**src/rtl/evt_pkg.sv**
```systemverilog
package evt_pkg;
  typedef enum logic [1:0] {
    MODE_TIMER = 2'b00,
    MODE_EVENT = 2'b01,
    MODE_DIV   = 2'b10,
    MODE_RSVD  = 2'b11
  } mode_e;
endpackage

```
**src/rtl/evt_edge_filter.sv**
```systemverilog
// Synchronises the external pin, then qualifies falling edges on stable levels.
module evt_edge_filter #(
  parameter int SYNC_STAGES = 2,
  parameter int STABLE_LEN  = 2
) (
  input  logic clk,
  input  logic rst_n,
  input  logic pin_async,
  output logic fall_o
);
  localparam int DW = $clog2(STABLE_LEN + 1);
  localparam logic [DW-1:0] LAST = DW'(STABLE_LEN - 1);

  logic [SYNC_STAGES-1:0] sync_q;
  logic                   sample;
  logic                   level_q;
  logic [DW-1:0]          diff_cnt;
  logic                   differ;

  generate
    if (SYNC_STAGES == 1) begin : g_one
      always_ff @(posedge clk or negedge rst_n)
        if (!rst_n) sync_q <= '0;
        else        sync_q <= pin_async;
    end else begin : g_chain
      always_ff @(posedge clk or negedge rst_n)
        if (!rst_n) sync_q <= '0;
        else        sync_q <= {sync_q[SYNC_STAGES-2:0], pin_async};
    end
  endgenerate

  assign sample = sync_q[SYNC_STAGES-1];
  assign differ = (sample != level_q);
  assign fall_o = level_q & ~sample & (diff_cnt == LAST);

  always_ff @(posedge clk or negedge rst_n) begin
    if (!rst_n) begin
      level_q  <= 1'b0;
      diff_cnt <= '0;
    end else if (differ) begin
      if (diff_cnt == LAST) begin
        level_q  <= sample;
        diff_cnt <= '0;
      end else begin
        diff_cnt <= diff_cnt + 1'b1;
      end
    end else begin
      diff_cnt <= '0;
    end
  end
endmodule

```
**src/rtl/evt_match_counter.sv**
```systemverilog
// Up-counter with compare register and optional shadow.
module evt_match_counter #(
  parameter int W = 8
) (
  input  logic         clk,
  input  logic         rst_n,
  input  logic         run_i,
  input  logic         evt_mode_i,
  input  logic         tick_i,
  input  logic         wr_i,
  input  logic [W-1:0] wr_val_i,
  output logic         match_o,
  output logic [W-1:0] count_o,
  output logic [W-1:0] cmp_o
);
  logic [W-1:0] cnt_q, cmp_q, shadow_q;
  logic         hit;

  assign hit     = (cnt_q == cmp_q);
  assign match_o = run_i & tick_i & hit;
  assign count_o = cnt_q;
  assign cmp_o   = cmp_q;

  always_ff @(posedge clk or negedge rst_n) begin
    if (!rst_n) begin
      cnt_q    <= '0;
      cmp_q    <= '1;
      shadow_q <= '1;
    end else begin
      if (!run_i) begin
        cnt_q <= '0;
        cmp_q <= shadow_q;
      end else if (tick_i) begin
        if (hit) begin
          cnt_q <= '0;
          if (!evt_mode_i) cmp_q <= shadow_q;
        end else begin
          cnt_q <= cnt_q + 1'b1;
        end
      end
      if (wr_i) begin
        shadow_q <= wr_val_i;
        if (evt_mode_i) cmp_q <= wr_val_i;
      end
    end
  end
endmodule

```
**src/rtl/evt_div_out.sv**
```systemverilog
// Presettable toggle flip-flop; the pin carries its inverse.
module evt_div_out (
  input  logic clk,
  input  logic rst_n,
  input  logic toggle_i,
  input  logic preset_wr_i,
  input  logic preset_val_i,
  output logic pin_o
);
  logic ff_q;
  always_ff @(posedge clk or negedge rst_n) begin
    if (!rst_n)           ff_q <= 1'b0;
    else if (preset_wr_i) ff_q <= preset_val_i;
    else if (toggle_i)    ff_q <= ~ff_q;
  end
  assign pin_o = ~ff_q;
endmodule

```
**src/rtl/evtimer_top.sv**
```systemverilog
module evtimer_top #(
  parameter int W           = 8,
  parameter int SYNC_STAGES = 2,
  parameter int STABLE_LEN  = 2
) (
  input  logic         clk,
  input  logic         rst_n,
  input  logic         cnt_en,
  input  logic         ev_pin,
  input  logic         cfg_wr,
  input  logic         cfg_run,
  input  logic [1:0]   cfg_mode,
  input  logic         cfg_tff,
  input  logic         match_wr,
  input  logic [W-1:0] match_val,
  output logic         irq,
  output logic         div_out
);
  import evt_pkg::*;

  mode_e        mode_q;
  logic         run_q;
  logic         fall;
  logic         tick;
  logic         active;
  logic         evt_mode;
  logic         match;
  logic         irq_q;
  logic [W-1:0] count;
  logic [W-1:0] cmp;

  always_ff @(posedge clk or negedge rst_n) begin
    if (!rst_n) begin
      mode_q <= MODE_TIMER;
      run_q  <= 1'b0;
      irq_q  <= 1'b0;
    end else begin
      irq_q <= match;
      if (cfg_wr) begin
        mode_q <= mode_e'(cfg_mode);
        run_q  <= cfg_run;
      end
    end
  end

  assign evt_mode = (mode_q == MODE_EVENT);
  assign active   = run_q & (mode_q != MODE_RSVD);
  assign tick     = evt_mode ? fall : cnt_en;
  assign irq      = irq_q;

  evt_edge_filter #(.SYNC_STAGES(SYNC_STAGES), .STABLE_LEN(STABLE_LEN)) u_filt (
    .clk(clk), .rst_n(rst_n), .pin_async(ev_pin), .fall_o(fall));

  evt_match_counter #(.W(W)) u_cnt (
    .clk(clk), .rst_n(rst_n), .run_i(active), .evt_mode_i(evt_mode),
    .tick_i(tick), .wr_i(match_wr), .wr_val_i(match_val),
    .match_o(match), .count_o(count), .cmp_o(cmp));

  evt_div_out u_div (
    .clk(clk), .rst_n(rst_n), .toggle_i(match & (mode_q == MODE_DIV)),
    .preset_wr_i(cfg_wr), .preset_val_i(cfg_tff), .pin_o(div_out));
endmodule

```
**config.mk**
```make
export PLATFORM = sky130hd
export DESIGN_NAME = evtimer_top
export DESIGN_NICKNAME = d
export VERILOG_FILES = /design/src/rtl/evt_pkg.sv /design/src/rtl/evt_edge_filter.sv /design/src/rtl/evt_match_counter.sv /design/src/rtl/evt_div_out.sv /design/src/rtl/evtimer_top.sv
export SDC_FILE = /design/constraint.sdc
export NUM_CORES = 1
export LEC_CHECK = 0
export ABC_AREA = 1
export BUFFER_PORTS_ARGS = -buffer_cell sky130_fd_sc_hd__buf_2
export CAP_MARGIN = 15
export CORE_AREA = 2 2 60 62
export DETAILED_ROUTE_END_ITERATION = 8
export DIE_AREA = 0 0 62 64
export GPL_ROUTABILITY_DRIVEN = 0
export PLACE_DENSITY = 0.74
export REMOVE_ABC_BUFFERS = 1
export SYNTH_ARGS = -nofsm -noshare
export SYNTH_HDL_FRONTEND = slang
export SYNTH_SLANG_ARGS = --single-unit
```
**constraint.sdc**
```tcl
create_clock -name clk -period 2.1 [get_ports clk]
set_clock_uncertainty 0.05 [all_clocks]
set_input_delay 0.42 -clock clk [delete_from_list [all_inputs] [get_ports clk]]
set_output_delay 0.42 -clock clk [all_outputs]
set_load 0.05 [all_outputs]
```
== Yosys cells after proc, flatten, opt, wreduce, memory -nomap -nowiden ==
Index checks and enable logic that the tools add are counted.
Word-level totals
  register bits after elaboration: 34
  output and inout port bits: 2
  word-level logic and storage cells: 43
Operators by class
  equal/unequal tests: 7
  mux-type cells: 14
  reduce and logical (&&, ||, !) cells: 2
  bitwise logic cells: 8
  add/sub/neg operators: 2
Operator list (count)
  $mux 8: 9
  $add 8x1->8 const B: 1
  $eq 8x8->1: 1
  $and 1x1->1: 6
  $eq 2x1->1 const B: 2
  $mux 2: 2
  $ne 2x2->1 const B: 2
  $mux 1: 3
  $add 2x1->2 const B: 1
  $eq 2x2->1 const B: 1
  $not 1->1: 2
  $reduce_and 2->1: 1
  $reduce_bool 2->1: 1
  $ne 1x1->1: 1

== Depth between registers and ports, before layout ==
  depth after elaboration: 9
  depth in mapped cells: 11
  gate-level depth less buffers: 11

== Cells and area by module ==
A second synthesis with hierarchy kept.
Unflattened totals
  cells, all modules: 236
  area total of the unflattened synthesis: 1901.8 um^2
By module, submodules not included
  evt_match_counter: sequential area each 620.6 um^2, cells an instance 189, area an instance 1487.7 um^2, instances 1
  evt_edge_filter: sequential area each 125.1 um^2, cells an instance 16, area an instance 182.7 um^2, instances 1
  evtimer_top: sequential area each 100.1 um^2, cells an instance 21, area an instance 170.2 um^2, instances 1
  evt_div_out: sequential area each 25.0 um^2, cells an instance 10, area an instance 61.3 um^2, instances 1

== Worst setup path after synthesis ==
Ideal clock, no wire load.
  kind: reg-to-reg
  start: register u_cnt.cmp_q[6] (netlist: u_cnt.cmp_o[6])
  end: register u_cnt.cnt_q[3] (netlist: u_cnt.count_o[3])
  path buffers: 0
  data arrival time: 1251 ps
  required time: 1927 ps
  setup slack: 676 ps
  stages on the path, launching flop included: 8
  cell sequence: dfstp_2 -> xnor2_1 -> nand2_1 -> nor2_2 -> nand2_4 -> nand2_8 -> nand2_2 -> nor3b_2
On the way
  word-level cells in the longest chain between the ends: 4
Ends and longest elaborated chain
  start: declaration: RTL line evt_match_counter.sv:16  | logic [W-1:0] cnt_q, cmp_q, shadow_q;
  start signal: assignment: RTL line evt_match_counter.sv:32  | cmp_q <= shadow_q;
  start signal: assignment: RTL line evt_match_counter.sv:36  | if (!evt_mode_i) cmp_q <= shadow_q;
  start signal: assignment: RTL line evt_match_counter.sv:43  | if (evt_mode_i) cmp_q <= wr_val_i;
  $eq 8x8->1: RTL line evt_match_counter.sv:19  | assign hit = (cnt_q == cmp_q);
  $mux 8: RTL line evt_match_counter.sv:34  | if (hit) begin
  $mux 8: RTL line evt_match_counter.sv:33  | end else if (tick_i) begin
  $mux 8: RTL line evt_match_counter.sv:30  | if (!run_i) begin
  end signal: assignment: RTL line evt_match_counter.sv:38  | cnt_q <= cnt_q + 1'b1;
  end: declaration: RTL line evt_match_counter.sv:16
Every way passes these cells. The select of a mux whose other input is x is not followed.
A chain may end at the register's enable or synchronous reset.

== Worst setup path after layout ==
Same ends and word-level chain as after synthesis.

==> impl_metrics.ini <==
[run_status]
status = finished clean

[final_layout]
syn_to_final_growth_pct = 12.51
layout-drive-gt1-share_pct = 25.62
antenna_cells = 0
nFillCells = 305
nets = 261
fin_cells = 288
finish.utilization_pct = 60.30
multi_input_area_um2 = 758.2
seq_area_um2 = 870.8

[place]
numPortBuffers = 19
pre_cts_ws_ps = 574.0
dpl.cell_count = 280
hpwl_um = 2253

[power]
pwr-share-comb_pct = 20.9
swShare_pct = 30.17
power_density_nw_per_um2 = 813.3
pwr-share-seq_pct = 50.9
switchingPower_uw = 486.0
p_clk_share_pct = 28.2
vdd_drop_max_uv = 599.0
leakage_uw = 0.001001
p_int_uw = 1125

[clock_tree]
htreeDepth = 2
cts_setup_buffers = 0
cts_root_buf = clkbuf_4
clk_latency_ps = 340
hold_buffers = 0
clkSinkCount = 34
cts_buffers = 5
cts_buffer_depth = 2
clk_pin_slew_ps = 100
cts_tree = done
cts_resized = 0

[synth]
synth_top_cells_by_count = nand2_1, inv_1, nand3_1, dfrtp_1, o21ai_0
synth_seq_cells = 34
netlist_area_um2 = 1760
synth.avg_cell_area_um2 = 8.075
syn_inst = 218
synth_top_area_share_pct = 25.59
synth_warnings = 0
ys.flop_type = dfrtp_1
ys_types = 26
ys_seq_area_share_pct = 49.47
yosysTopAreaCell = dfrtp_1
asyncSetResetFlopFracSynth_pct = 100.0
synth.most_common_cell = nand2_1
ys_top_cells_by_area = dfrtp_1, dfstp_2, nand2_1, inv_1, nand3_1
synth_edf_count = 0

[global_routing]
grt_pass1_vias = 1340
gr-total-overflow = 0
antenna_found_initial = 0
grt_max_degree = 35
grt_usage_pct = 19.78
grt_pass1_wl_um = 5789

[sta]
maxSlewHeadroom_pct = 51.77
fin_crit_ps = 1535
rsz0062_at_grt = no
setup_violations = 0
drv_slew = 0
fmax_ghz = 0.6515
tightest_slew_ps = 723.4
layout_setup_ws_ps = 565.0
hold_viol = 0
fin_setup_tns_ps = 0
fin_crit_sh_pct = 73.09

[critical_path]
timing.rr.start = u_cnt.cmp_o[6]
r2r_cells = 7
timing.rr.end = u_cnt.count_o[3]
worstPathArrival_ps = 1730
reg2reg_slack_ps = 570
setup.worst_path.end_class = flop
crit_fanout = 10
start_kind = flop
crit_type = flop to flop
crit_required_ps = 2290

[route]
drc = 0
totalWireLength_um = 3081
num_vias = 1373
wl_per_cell_um = 10.70
drt_iter0_drc = 70
ant_nets = 0
dr.pass1.iters = 4
avgViaCountPerCell = 4.767

[floorplan]
die_w_um = 62
fp.dieH_um = 64
num_rows = 21
die_area_um2 = 3968
core-area_um2 = 3284
start_util_pct = 53.60
pin_count = 20

[flow_run]
max_cap_violations = 0

[hold_path]
hold_class = input port to async pin
how the worst max path moves through the flow:
stage                               from               end  slack (ps)  cells past startpoint
final                     u_cnt.cmp_o[6]  u_cnt.count_o[3]         570                      7
after CTS                     u_div.ff_q           div_out         550                      2
after global routing      u_cnt.cmp_o[6]    u_cnt.cmp_o[6]         410                      9
after global placement    u_cnt.cmp_o[6]  u_cnt.count_o[3]         590                      7
after floorplan           u_cnt.cmp_o[6]  u_cnt.count_o[3]         680                      7
after detailed placement  u_cnt.cmp_o[4]  u_cnt.count_o[3]         570                      7
state kept, by name, summed over array words and instances, names as in the netlist:
register and count:
u_filt.level_q 1, u_cnt.count_o 8, u_filt.sync_q 2, u_cnt.shadow_q 8, u_filt.diff_cnt 2, run_q 1, u_div.ff_q 1, u_cnt.cmp_o 8
irq 1, mode_q 2
layout by cell type, fill, tap and decap left out, types with 2 or more instances in the layout:
master	netlist	layout
xnor2_1	3	3
a21oi_1	2	2
clkbuf_4	0	5
o21ai_0	17	17
buf_2	0	19
dfrtp_1	18	18
nand4_1	3	3
nor2_1	11	11
dfstp_2	16	16
nor3_1	3	3
inv_2	3	3
inv_1	29	29
nand2_4	3	3
nand2_1	69	69
nor2_2	3	3
nand2_2	3	3
ha_1	2	2
clkbuf_8	0	3
nand3_1	21	21
logic make-up (layout without fill, tap and decap cells):
group	Yosys count	count (layout)	synth area share (%)
adder cells (fa/ha/maj)	2	2	1.421
AND/OR/NAND/NOR	122	122	32.84
flip-flops	34	34	49.47
AO/OA/AOI/OAI	22	22	7.321
XOR/XNOR	3	3	1.493
buffers and inverters	35	59	7.462
metal layers:
layer / track usage, % / wire length (um) / share of wire, % / vias to the layer above
met5: 0 / 0 / 0 / -
met4: 10.37 / 78 / 2.5 / 0
met3: 4.858 / 93 / 3.0 / 8
met2: 28.39 / 1380 / 45 / 23
met1: 27.12 / 1528 / 50 / 613
li1: - / - / - / 729
layout make-up:
| cell class | count | share of cell area, % |
|---|---|---|
| repair buffers | 19 | 4.801 |
| well taps | 46 | 2.906 |
| inverters | 32 | 6.064 |
| clock buffers | 8 | 3.980 |
| multi-input cells | 149 | 38.28 |
| flip-flops and latches | 34 | 43.97 |
critical path, stage by stage, from the launching register on:
cell     delay (ps)
dfstp_2         550
xnor2_1         110
nand2_1          70
nor2_2          180
nand2_4         100
nand2_8         110
nand2_2          90
nor3b_2         160
power groups by stage:
stage                     clock network, uW  registers [uW]  logic [uW]
after detailed placement                  0             832         338
after global placement                    0             829         331
after CTS                               465             821         341
final                                   454             820         337
after global routing                    492             836         395
after floorplan                           0             823         253
through the flow:
stage	instance area [um^2]	total power, uW	hold WS [ps]
2_1_floorplan	1749	1077	74.41
3_3_place_gp	1902	1159	284.6
3_5_place_dp	1902	1171	290.3
4_1_cts	1981	1626	88.77
5_1_grt	1981	1723	98.64
6_report	1981	1611	73.23
Power figures use the tool's default switching activity.
